$ cat src/rtl/amp_i2c_pkg.sv
package amp_i2c_pkg;
  localparam int unsigned N_CH     = 4;
  localparam int unsigned N_WR     = 2;
  localparam int unsigned N_RD     = 4;
  localparam int unsigned BYTE_W   = 8;
  localparam int unsigned ADDR_W   = 7;
  localparam int unsigned IDX_W    = $clog2(N_RD);
  localparam int unsigned CNT_W    = $clog2(BYTE_W + 1);

  typedef logic [BYTE_W-1:0] byte_t;

  typedef enum logic [2:0] {
    S_IDLE, S_ADDR, S_ADDR_ACK, S_WR, S_WR_ACK, S_RD, S_RD_ACK, S_IGNORE
  } bus_st_e;

  typedef struct packed {
    logic [1:0] sw_freq;
    logic       offset_det;
    logic       front_gain12;
    logic       rear_gain12;
    logic       front_unmute;
    logic       rear_unmute;
    logic       clip_thr10;
    logic       conv_en;
    logic [1:0] vreg_sel;
    logic       amp_on;
    logic       hieff_right;
    logic       hieff_left;
  } ctl_t;

  typedef struct packed {
    logic [N_CH-1:0] offset;
    logic [N_CH-1:0] short_c;
    logic            therm_warn;
    logic            off_stat;
    logic            clip;
    logic            stby_stat;
  } stat_t;
endpackage

$ cat src/rtl/amp_i2c_sync.sv
module amp_i2c_sync #(
  parameter int unsigned STAGES = 2
) (
  input  logic clk_i,
  input  logic rst_ni,
  input  logic scl_i,
  input  logic sda_i,
  output logic sda_o,
  output logic rise_o,
  output logic fall_o,
  output logic start_o,
  output logic stop_o
);
  logic [STAGES-1:0] scl_pipe, sda_pipe;
  logic scl_s, scl_q, sda_q;

  always_ff @(posedge clk_i or negedge rst_ni) begin
    if (!rst_ni) begin
      scl_pipe <= '1;
      sda_pipe <= '1;
      scl_q    <= 1'b1;
      sda_q    <= 1'b1;
    end else begin
      scl_pipe <= {scl_pipe[STAGES-2:0], scl_i};
      sda_pipe <= {sda_pipe[STAGES-2:0], sda_i};
      scl_q    <= scl_s;
      sda_q    <= sda_o;
    end
  end

  assign scl_s   = scl_pipe[STAGES-1];
  assign sda_o   = sda_pipe[STAGES-1];
  assign rise_o  = scl_s & ~scl_q;
  assign fall_o  = ~scl_s & scl_q;
  // SCL steady high across the SDA edge
  assign start_o = scl_s & scl_q & sda_q & ~sda_o;
  assign stop_o  = scl_s & scl_q & ~sda_q & sda_o;
endmodule

$ cat src/rtl/amp_i2c_engine.sv
module amp_i2c_engine
  import amp_i2c_pkg::*;
#(
  parameter logic [ADDR_W-1:0] DEV_ADDR = 7'h6C
) (
  input  logic                         clk_i,
  input  logic                         rst_ni,
  input  logic                         sda_s_i,
  input  logic                         rise_i,
  input  logic                         fall_i,
  input  logic                         start_i,
  input  logic                         stop_i,
  input  logic [N_RD-1:0][BYTE_W-1:0]  rd_bytes_i,
  output logic                         sda_oe_o,
  output logic                         wr_en_o,
  output logic [IDX_W-1:0]             wr_idx_o,
  output byte_t                        wr_data_o,
  output logic                         snap_en_o
);
  bus_st_e          st_q;
  logic [CNT_W-1:0] bit_cnt_q;
  byte_t            rx_q, tx_q;
  logic             oe_q, rw_q;
  logic [IDX_W-1:0] idx_q, nxt_idx;
  logic             byte_done, addr_hit, wr_slot_ok;

  assign byte_done  = fall_i && (bit_cnt_q == CNT_W'(BYTE_W));
  assign addr_hit   = (rx_q[BYTE_W-1:1] == DEV_ADDR);
  assign wr_slot_ok = (idx_q < IDX_W'(N_WR));
  assign nxt_idx    = idx_q + 1'b1;

  always_ff @(posedge clk_i or negedge rst_ni) begin
    if (!rst_ni) begin
      st_q      <= S_IDLE;
      bit_cnt_q <= '0;
      rx_q      <= '0;
      tx_q      <= '0;
      oe_q      <= 1'b0;
      rw_q      <= 1'b0;
      idx_q     <= '0;
    end else if (start_i) begin
      st_q      <= S_ADDR;
      bit_cnt_q <= '0;
      oe_q      <= 1'b0;
      idx_q     <= '0;
    end else if (stop_i) begin
      st_q <= S_IDLE;
      oe_q <= 1'b0;
    end else begin
      unique case (st_q)
        S_ADDR, S_WR: begin
          if (rise_i && bit_cnt_q != CNT_W'(BYTE_W)) begin
            rx_q      <= {rx_q[BYTE_W-2:0], sda_s_i};
            bit_cnt_q <= bit_cnt_q + 1'b1;
          end else if (byte_done) begin
            if (st_q == S_ADDR) begin
              if (addr_hit) begin
                oe_q <= 1'b1;
                rw_q <= rx_q[0];
                st_q <= S_ADDR_ACK;
              end else begin
                st_q <= S_IGNORE;
              end
            end else if (wr_slot_ok) begin
              oe_q <= 1'b1;
              st_q <= S_WR_ACK;
            end else begin
              st_q <= S_IGNORE;
            end
          end
        end
        S_ADDR_ACK: begin
          if (fall_i) begin
            bit_cnt_q <= '0;
            idx_q     <= '0;
            if (rw_q) begin
              st_q <= S_RD;
              tx_q <= rd_bytes_i[0];
              oe_q <= ~rd_bytes_i[0][BYTE_W-1];
            end else begin
              st_q <= S_WR;
              oe_q <= 1'b0;
            end
          end
        end
        S_WR_ACK: begin
          if (fall_i) begin
            oe_q      <= 1'b0;
            bit_cnt_q <= '0;
            idx_q     <= nxt_idx;
            st_q      <= S_WR;
          end
        end
        S_RD: begin
          if (rise_i) begin
            bit_cnt_q <= bit_cnt_q + 1'b1;
          end else if (fall_i) begin
            if (bit_cnt_q == CNT_W'(BYTE_W)) begin
              oe_q <= 1'b0;
              st_q <= S_RD_ACK;
            end else begin
              tx_q <= {tx_q[BYTE_W-2:0], 1'b0};
              oe_q <= ~tx_q[BYTE_W-2];
            end
          end
        end
        S_RD_ACK: begin
          if (rise_i && sda_s_i) begin
            st_q <= S_IGNORE;
          end else if (fall_i) begin
            bit_cnt_q <= '0;
            idx_q     <= nxt_idx;
            tx_q      <= rd_bytes_i[nxt_idx];
            oe_q      <= ~rd_bytes_i[nxt_idx][BYTE_W-1];
            st_q      <= S_RD;
          end
        end
        default: ;
      endcase
    end
  end

  assign sda_oe_o  = oe_q;
  assign wr_en_o   = (st_q == S_WR_ACK) && fall_i;
  assign wr_idx_o  = idx_q;
  assign wr_data_o = rx_q;
  assign snap_en_o = (st_q == S_ADDR) && byte_done && addr_hit && rx_q[0];

  a_r1_start_to_addr: assert property (@(posedge clk_i) disable iff (!rst_ni)
    start_i |=> (st_q == S_ADDR));
  a_r1_stop_releases: assert property (@(posedge clk_i) disable iff (!rst_ni)
    stop_i |=> !sda_oe_o);
  a_r2_drive_on_low: assert property (@(posedge clk_i) disable iff (!rst_ni)
    (sda_oe_o != $past(sda_oe_o)) |-> $past(fall_i || start_i || stop_i));
  a_r5_commit_acked: assert property (@(posedge clk_i) disable iff (!rst_ni)
    wr_en_o |-> $past(sda_oe_o));
  a_r4_slot_range: assert property (@(posedge clk_i) disable iff (!rst_ni)
    wr_en_o |-> (wr_idx_o < IDX_W'(N_WR)));
  a_r11_nack_release: assert property (@(posedge clk_i) disable iff (!rst_ni)
    (st_q == S_RD_ACK && rise_i && sda_s_i && !start_i && !stop_i)
      |=> (!sda_oe_o && st_q == S_IGNORE));
endmodule

$ cat src/rtl/amp_ctl_regs.sv
module amp_ctl_regs
  import amp_i2c_pkg::*;
(
  input  logic                         clk_i,
  input  logic                         rst_ni,
  input  logic                         wr_en_i,
  input  logic [IDX_W-1:0]             wr_idx_i,
  input  byte_t                        wr_data_i,
  input  logic                         snap_en_i,
  input  stat_t                        stat_i,
  output ctl_t                         ctl_o,
  output logic [N_RD-1:0][BYTE_W-1:0]  rd_bytes_o
);
  logic [N_WR-1:0][BYTE_W-1:0] ir_q;
  stat_t stat_q;
  byte_t ir1, ir2;

  always_ff @(posedge clk_i or negedge rst_ni) begin
    if (!rst_ni) begin
      ir_q <= '0;
    end else if (wr_en_i) begin
      for (int k = 0; k < N_WR; k++)
        if (wr_idx_i == IDX_W'(k)) ir_q[k] <= wr_data_i;
    end
  end

  always_ff @(posedge clk_i or negedge rst_ni) begin
    if (!rst_ni)        stat_q <= '0;
    else if (snap_en_i) stat_q <= stat_i;
  end

  assign ir1 = ir_q[0];
  assign ir2 = ir_q[1];

  always_comb begin
    ctl_o              = '0;
    ctl_o.sw_freq      = ir1[7:6];
    ctl_o.offset_det   = ir1[5];
    ctl_o.front_gain12 = ir1[4];
    ctl_o.rear_gain12  = ir1[3];
    ctl_o.front_unmute = ir1[2];
    ctl_o.rear_unmute  = ir1[1];
    ctl_o.clip_thr10   = ir1[0];
    ctl_o.conv_en      = ir2[7];
    ctl_o.vreg_sel     = {ir2[6], ir2[3]};
    ctl_o.amp_on       = ir2[4];
    ctl_o.hieff_right  = ir2[1];
    ctl_o.hieff_left   = ir2[0];
  end

  for (genvar ch = 0; ch < N_RD; ch++) begin : g_stat_byte
    logic top_bit, clip_bit;
    if (ch == 0)      begin : g_b0 assign top_bit = stat_q.therm_warn; end
    else if (ch == 1) begin : g_b1 assign top_bit = stat_q.off_stat;   end
    else if (ch == 2) begin : g_b2 assign top_bit = stat_q.stby_stat;  end
    else              begin : g_bn assign top_bit = 1'b0;              end
    if (ch == 1) begin : g_c1 assign clip_bit = stat_q.clip; end
    else         begin : g_cn assign clip_bit = 1'b0;        end
    assign rd_bytes_o[ch] = {top_bit, 1'b0, clip_bit, 2'b00,
                             stat_q.offset[ch], stat_q.short_c[ch], 1'b0};
  end

  a_r5_regs_hold: assert property (@(posedge clk_i) disable iff (!rst_ni)
    !wr_en_i |=> $stable(ir_q));
  a_r10_snap_hold: assert property (@(posedge clk_i) disable iff (!rst_ni)
    !snap_en_i |=> $stable(stat_q));
endmodule

$ cat src/rtl/amp_i2c_ctl.sv
module amp_i2c_ctl
  import amp_i2c_pkg::*;
#(
  parameter logic [ADDR_W-1:0] DEV_ADDR    = 7'h6C,
  parameter int unsigned       SYNC_STAGES = 2
) (
  input  logic            clk_i,
  input  logic            rst_ni,
  input  logic            scl_i,
  input  logic            sda_i,
  output logic            sda_oe_o,
  input  logic [N_CH-1:0] offset_flag_i,
  input  logic [N_CH-1:0] short_flag_i,
  input  logic            therm_warn_i,
  input  logic            off_stat_i,
  input  logic            clip_i,
  input  logic            stby_stat_i,
  output logic [1:0]      sw_freq_o,
  output logic            offset_det_o,
  output logic            front_gain12_o,
  output logic            rear_gain12_o,
  output logic            front_unmute_o,
  output logic            rear_unmute_o,
  output logic            clip_thr10_o,
  output logic            conv_en_o,
  output logic [1:0]      vreg_sel_o,
  output logic            amp_on_o,
  output logic            hieff_right_o,
  output logic            hieff_left_o
);
  logic sda_s, rise, fall, start, stop;
  logic wr_en, snap_en;
  logic [IDX_W-1:0] wr_idx;
  byte_t wr_data;
  logic [N_RD-1:0][BYTE_W-1:0] rd_bytes;
  stat_t stat;
  ctl_t  ctl;

  assign stat = '{offset: offset_flag_i, short_c: short_flag_i,
                  therm_warn: therm_warn_i, off_stat: off_stat_i,
                  clip: clip_i, stby_stat: stby_stat_i};

  amp_i2c_sync #(.STAGES(SYNC_STAGES)) u_sync (
    .clk_i, .rst_ni, .scl_i, .sda_i,
    .sda_o(sda_s), .rise_o(rise), .fall_o(fall), .start_o(start), .stop_o(stop)
  );

  amp_i2c_engine #(.DEV_ADDR(DEV_ADDR)) u_engine (
    .clk_i, .rst_ni, .sda_s_i(sda_s), .rise_i(rise), .fall_i(fall),
    .start_i(start), .stop_i(stop), .rd_bytes_i(rd_bytes),
    .sda_oe_o, .wr_en_o(wr_en), .wr_idx_o(wr_idx), .wr_data_o(wr_data),
    .snap_en_o(snap_en)
  );

  amp_ctl_regs u_regs (
    .clk_i, .rst_ni, .wr_en_i(wr_en), .wr_idx_i(wr_idx), .wr_data_i(wr_data),
    .snap_en_i(snap_en), .stat_i(stat), .ctl_o(ctl), .rd_bytes_o(rd_bytes)
  );

  assign sw_freq_o      = ctl.sw_freq;
  assign offset_det_o   = ctl.offset_det;
  assign front_gain12_o = ctl.front_gain12;
  assign rear_gain12_o  = ctl.rear_gain12;
  assign front_unmute_o = ctl.front_unmute;
  assign rear_unmute_o  = ctl.rear_unmute;
  assign clip_thr10_o   = ctl.clip_thr10;
  assign conv_en_o      = ctl.conv_en;
  assign vreg_sel_o     = ctl.vreg_sel;
  assign amp_on_o       = ctl.amp_on;
  assign hieff_right_o  = ctl.hieff_right;
  assign hieff_left_o   = ctl.hieff_left;
endmodule

$ cat config.mk
export PLATFORM = sky130hd
export DESIGN_NAME = amp_i2c_ctl
export DESIGN_NICKNAME = d
export VERILOG_FILES = /design/src/rtl/amp_i2c_pkg.sv /design/src/rtl/amp_i2c_sync.sv /design/src/rtl/amp_i2c_engine.sv /design/src/rtl/amp_ctl_regs.sv /design/src/rtl/amp_i2c_ctl.sv
export SDC_FILE = /design/constraint.sdc
export NUM_CORES = 1
export LEC_CHECK = 0
export BUFFER_PORTS_ARGS = -buffer_cell sky130_fd_sc_hd__clkbuf_2
export CAP_MARGIN = 5
export CORE_MARGIN = 2
export CORE_UTILIZATION = 35
export CTS_CLUSTER_SIZE = 14
export DETAILED_ROUTE_END_ITERATION = 8
export PLACE_DENSITY = 0.56
export SLEW_MARGIN = 20
export SYNTH_ARGS = -nofsm -noshare
export SYNTH_HDL_FRONTEND = slang
export SYNTH_SLANG_ARGS = --single-unit
$ cat constraint.sdc
create_clock -name clk_i -period 2.5 [get_ports clk_i]
set_input_delay 0.25 -clock clk_i [delete_from_list [all_inputs] [get_ports clk_i]]
set_output_delay 0.25 -clock clk_i [all_outputs]
set_load 0.03 [all_outputs]
## Yosys cells after proc, flatten, opt, wreduce, memory -nomap -nowiden

Index checks and enable logic that the tools add are counted.

- $lt $le $gt $ge: 2
- $mul: 0
- Divide/modulo/power cells: 0
- $add $sub $neg: 2
- Mux-type cells: 55
- Bitwise gates (word level): 17
- Reductions and logical operators: 23
- Shifts and indexed selects: 0
- Eq/ne operators: 34

Operators with widths:

| kind | number |
|---|---|
| two-way mux 7 bit | 7 |
| two-way mux 3 bit | 14 |
| two-way mux 4 bit | 6 |
| != test 4 x 3 -> 1 bit, second input constant | 6 |
| case mux 7 bit (3 select lines) | 1 |
| binary-select mux 8 bit (select 2 bit) | 1 |
| != test 4 bit, second input constant | 4 |
| case mux 4 bit (4 select lines) | 1 |
| two-way mux 1 bit | 15 |
| case mux 3 bit (5 select lines) | 1 |
| two-way mux 2 bit | 6 |
| AND reduction 11 bit | 1 |
| != test 5 x 3 -> 1 bit, second input constant | 2 |
| inverter 1 bit | 10 |
| AND reduction 10 bit | 1 |
| equality test 3 bit, second input constant | 3 |
| != test 3 x 2 -> 1 bit, second input constant | 3 |
| AND reduction 9 bit | 1 |
| two-way mux 8 bit | 1 |
| != test 2 x 1 -> 1 bit, second input constant | 4 |
| != test 2 bit, second input constant | 4 |
| AND reduction 4 bit | 2 |
| bitwise AND 1 bit | 7 |
| equality test 7 bit, second input constant | 1 |
| other kinds (22) | 31 |

- Bits in registers: 60
- Memories: 0
- Memory bits (read-only): 0
- Bits in writable memories: 0
- Latch bits: 0
- Input port bits: 16

## Longest topological paths before layout

- Depth after elaboration: 9
- Mapped depth: 8

## Hierarchy

From an unflattened synthesis, not the netlist that was laid out.

- Cell total of the unflattened synthesis: 272
- Area total of the unflattened synthesis: 3173.0 sq um

Modules (own cells, without submodules):

| module | area each (sq um) | seq. area each (sq um) | cells each | instances |
|---|---|---|---|---|
| amp_i2c_engine | 1824.2 | 650.6 | 182 | 1 |
| amp_ctl_regs | 1158.6 | 650.6 | 80 | 1 |
| amp_i2c_sync | 190.2 | 157.7 | 10 | 1 |

## Worst setup path after synthesis

No wires, ideal clock.

- Path kind: flip-flop to flip-flop
- Start point: reg u_engine.idx_q[0] (netlist: u_engine.wr_idx_o[0])
- End point: reg u_engine.oe_q (netlist: u_engine.sda_oe_o)
- Clock period less this slack: 1929 ps
- Setup slack: 571 ps
- Buffers on the path: 1
- Arrival: 1841 ps
- Cell stages (with the launch flop): 9
- Path through: dfrtp_1 clkbuf_1 inv_1 ha_1 nand3b_1 a211o_1 and4_1 nand4_1 nor3b_1

- Word-level cells in the longest chain between the ends: 9
- Elaborated cells between the ends (all ways): 12
- Classes of those cells: add/sub (1); order compare (1); eq/ne (1); mux (7); bitwise (1); reduce/logical (1)

RTL lines:

| element | RTL line | source |
|---|---|---|
| start, declared | amp_i2c_engine.sv:24 | `logic [IDX_W-1:0] idx_q, nxt_idx;` |
| start signal, assigned | amp_i2c_engine.sv:90 | `idx_q <= nxt_idx;` |
| start signal, assigned | amp_i2c_engine.sv:112 | `idx_q <= nxt_idx;` |
| adder 2 x 1 -> 2 bit | amp_i2c_engine.sv:30 | `assign nxt_idx = idx_q + 1'b1;` |
| binary-select mux 8 bit (select 2 bit) | amp_i2c_engine.sv:114 | `oe_q <= ~rd_bytes_i[nxt_idx][BYTE_W-1];` |
| two-way mux 8 bit (not written as such) | amp_i2c_engine.sv:114 |  |
| inverter 1 bit | amp_i2c_engine.sv:114 |  |
| two-way mux 1 bit | amp_i2c_engine.sv:110 | `end else if (fall_i) begin` |
| two-way mux 1 bit | amp_i2c_engine.sv:108 | `if (rise_i && sda_s_i) begin` |
| case mux 1 bit (5 select lines) | amp_i2c_engine.sv:50 | `unique case (st_q)` |
| two-way mux 1 bit | amp_i2c_engine.sv:46 | `end else if (stop_i) begin` |
| two-way mux 1 bit | amp_i2c_engine.sv:41 | `end else if (start_i) begin` |
| end signal, assigned | amp_i2c_engine.sv:79 | `oe_q <= ~rd_bytes_i[0][BYTE_W-1];` |
| end signal, assigned | amp_i2c_engine.sv:103 | `oe_q <= ~tx_q[BYTE_W-2];` |
| end signal, assigned | amp_i2c_engine.sv:114 |  |
| end, declared | amp_i2c_engine.sv:23 | `logic oe_q, rw_q;` |

Several ways; a longest one is shown, not always the timed one. The select of a mux whose other input is x is not followed.
A chain may end at the register's enable or synchronous reset.

## Worst setup path after layout

- Start point: reg u_sync.scl_pipe[1]
- End point: reg u_engine.bit_cnt_q[3]

- Word-level cells in the longest chain between the ends: 7
- Elaborated cells between the ends (all ways): 21
- Classes of those cells: eq/ne (4); mux (5); bitwise (8); reduce/logical (4)

RTL lines:

| element | RTL line | source |
|---|---|---|
| start, declared | amp_i2c_sync.sv:14 | `logic [STAGES-1:0] scl_pipe, sda_pipe;` |
| start signal, assigned | amp_i2c_sync.sv:24 | `scl_pipe <= {scl_pipe[STAGES-2:0], scl_i};` |
| inverter 1 bit | amp_i2c_sync.sv:34 | `assign fall_o = ~scl_s & scl_q;` |
| bitwise AND 1 bit | amp_i2c_sync.sv:34 |  |
| two-way mux 4 bit (2 in a row) | -- |  |
| case mux 4 bit (4 select lines) | -- |  |
| two-way mux 4 bit | -- |  |
| two-way mux 4 bit | amp_i2c_engine.sv:41 |  |
| end signal, assigned | amp_i2c_engine.sv:54 | `bit_cnt_q <= bit_cnt_q + 1'b1;` |
| end signal, assigned | amp_i2c_engine.sv:96 | `bit_cnt_q <= bit_cnt_q + 1'b1;` |
| end, declared | amp_i2c_engine.sv:21 | `logic [CNT_W-1:0] bit_cnt_q;` |

Several ways; a longest one is shown, not always the timed one. The select of a mux whose other input is x is not followed.

==> results.md <==
* Vias in the first global route at slightly below 2000
* Final hold violation count at 0
* Die area at just under 9000 sq um
* Die Y at 93.55 um
* DR WL/cell at 15.01 um
* Synthesized area at between 2000 and 3000 sq um
* Relative slew slack at between 60 and 70%
* Num CTS Buffers at 9
* First-pass GRT wire length at between 9 and 10 mm
* Die X at around 94 um
* Via density at approximately 5
* Clock period minus worst slack at between 2 and 2.5 ns
* Commonest non-fill, non-tap cell in the layout: dfrtp_1
* Max VDD drop at 0.4787 mV
* Clk sinks at between 50 and 60
* WP data arrival at approximately 2.3 ns
* Worst setup margin at 0.4481 ns
* Pleak at approximately 1.6 nW
* Synthesized flop and latch total at between 50 and 60
* Pwr Total at approximately 3.3 mW
* Post-Syn Area per Cell at roughly 12 sq um
* Fillers at slightly below 800
* Final core occ at a little over two fifths
* First-pass iteration count of the detailed router at 4
* Crit share post-route at 82.07%
* CTS tree: built
* Ports at 31
* Row cnt at 32
* Max-slew violations at 0
* Drt drc at 0
* DP Worst Slack at 0.4604 ns
* Placeable Area at 7767 sq um
* Port buffer count at 30
* Layout cells sized above 1 at about a third
* GRT Util Overall at 14.56%
* Vias at between 1500 and 2000
* Power Dens Cells at between 1000 and 1500 nW/um^2
* Main synth FF type: dfrtp_1
* Worst-path clk slew at around 0.070 ns
* Crit Path Class: reg -> reg
* Hold slack at 0.1421 ns
* Post-synth cell types at 53
* DP HPWL at 4.151 mm
* WP data required at roughly 2.7 ns
* CTS root buffer: clkbuf_8
* CP max FO at 10
* Post-Synthesis Net Count at 261
* RSZ-0062 raised after global routing: false
* Dpl cells at ~370
* Critical R2R Launch: u_sync.scl_pipe[1]
* Hold Startpoint: short_flag_i[2]
* Final GP Congestion at 0.8491
* Worst-skew pair later-pin latency at approximately 0.34 ns
* EDFF count, synth at 0
* Max cap viols at 0
* Post-CTS Setup Bufs at 0
* Ys Warns at 0
* CP startpoint kind: flip-flop
* Initial Util at 36.13%
* Largest net degree at the start of global routing at 23
* Iteration-0 DRC Markers at 163
* Critical Path Source: u_sync.scl_pipe[1]
* Total grt overflow at 0
* Worst Skew at between 0.015 and 0.02 ns
* Final Non-Filler Cells at ~390
* Final Cell Area at 3344 sq um
* Crit. End Element: flip-flop
* Worst hold-check path type: in -> reg
* # setup viols final at 0
* # diodes at 0
* Area added between synthesis and finish at 19.17%
* Fraction of registers with async set/reset at 100.0%
* Outcome: completed
* Setup TNS at 0 ns
* Final Net Count at 301
* Clk buf depth at 2
* Placed Area at 3083 sq um
* Drt total wl at approximately 5.8 mm
* Syn Inst Count at between 200 and 250
* Antenna Violating Nets Remaining at 0
* Initial antenna violation count at 0
* H-tree levels at 3
* Worst-margin pin slew at between 0.4 and 0.5 ns
* Max Fclk at just under 0.5 GHz
* Sequential share of the synthesized area at 51.09%
* Commonest non-fill, non-tap cells in the layout: dfrtp_1 (51), clkbuf_2 (30), mux2_2 (25)
metal layers:
metal,track usage [%],vias to the layer above,share of wire [%]
met5,0,-,0
met4,7.609,0,2.2
met3,2.981,10,3.1
met2,20.02,34,44
met1,21.45,940,50
li1,-,964,-
cells in the mapped netlist (all sizes together) (3+ instances only):
library cell	instances	area, sq um
a21o	3	22.52
a21oi	5	25.02
a31oi	3	18.77
and3b	4	35.03
and4b	3	30.03
buf	6	35.03
clkbuf	5	18.77
dfrtp	51	1276
dfstp	6	157.7
ha	4	50.05
inv	8	30.03
mux2	34	416.7
nand2	24	90.09
nand2b	7	43.79
nand3	5	25.02
nor2	7	26.28
nor2b	3	18.77
nor3	4	25.02
o21ai	20	100.1
o31ai	4	30.03
worst max-delay path: stages (launching register included):
cell,delay (ns)
dfstp_2,0.63
nand4b_1,0.31
a31oi_1,0.29
nand3_1,0.20
or2_1,0.30
o31ai_1,0.22
power breakdown:
part | leakage, nW | internal (mW) | switching (mW)
clock | 0.113 | 0.618 | 0.371
combinational | 0.727 | 0.457 | 0.581
sequential | 0.729 | 1.09 | 0.228
path summary, 6_finish.rpt:
path	slack [ns]	to	depth (start not counted)
hold reg to reg	0.36	u_sync.scl_pipe[1]	0
min in group asynchronous	0.39	u_regs.ir2[0]	2
setup / recovery	0.45	u_engine.bit_cnt_q[3]	5
hold / removal	0.14	u_regs.rd_bytes_o[17]	2
max in group asynchronous	1.40	u_sync.scl_pipe[1]	3
setup reg to reg	0.45	u_engine.bit_cnt_q[3]	5
area by class of cell:
type                       instances  area (sq um)  share of cell area, %
inverter                           8         30.03                 0.8979
multi-input combinational        165          1289                  38.53
tap                              102         127.6                  3.816
sequential                        57          1434                  42.87
timing repair buffer              40         232.7                  6.958
clock inverter                     4         76.32                  2.282
clock buffer                      12         155.1                  4.639
kinds of logic after synthesis:
group,synth area share [%]
AND/OR/NAND/NOR,15.65
flip-flops,51.09
AO/OA/AOI/OAI,11.73
multiplexers,16.45
buffers and inverters,2.987
adder cells (fa/ha/maj),1.783
XOR/XNOR,0.3121
sequential cells by signal, summed over array words and instances (netlist names):
signal,flops
u_engine.wr_data_o,8
u_regs.ir1,8
u_regs.rd_bytes_o,8
u_engine.tx_q,6
u_regs.ir2,6
u_engine.bit_cnt_q,4
u_engine.st_q,3
u_regs.g_stat_byte.top_bit,3
u_engine.wr_idx_o,2
u_sync.scl_pipe,2
u_sync.sda_pipe,2
u_engine.rw_q,1
u_engine.sda_oe_o,1
u_regs.g_stat_byte.clip_bit,1
u_sync.scl_q,1
u_sync.sda_q,1
timing repair:
item / 4_1_cts / 5_1_grt
hold buffers: 3 / 0
endpoints found under the hold margin: 17 / 0
gates resized for setup: 0 / 0
Note: power is estimated with default switching activity, not from simulation.
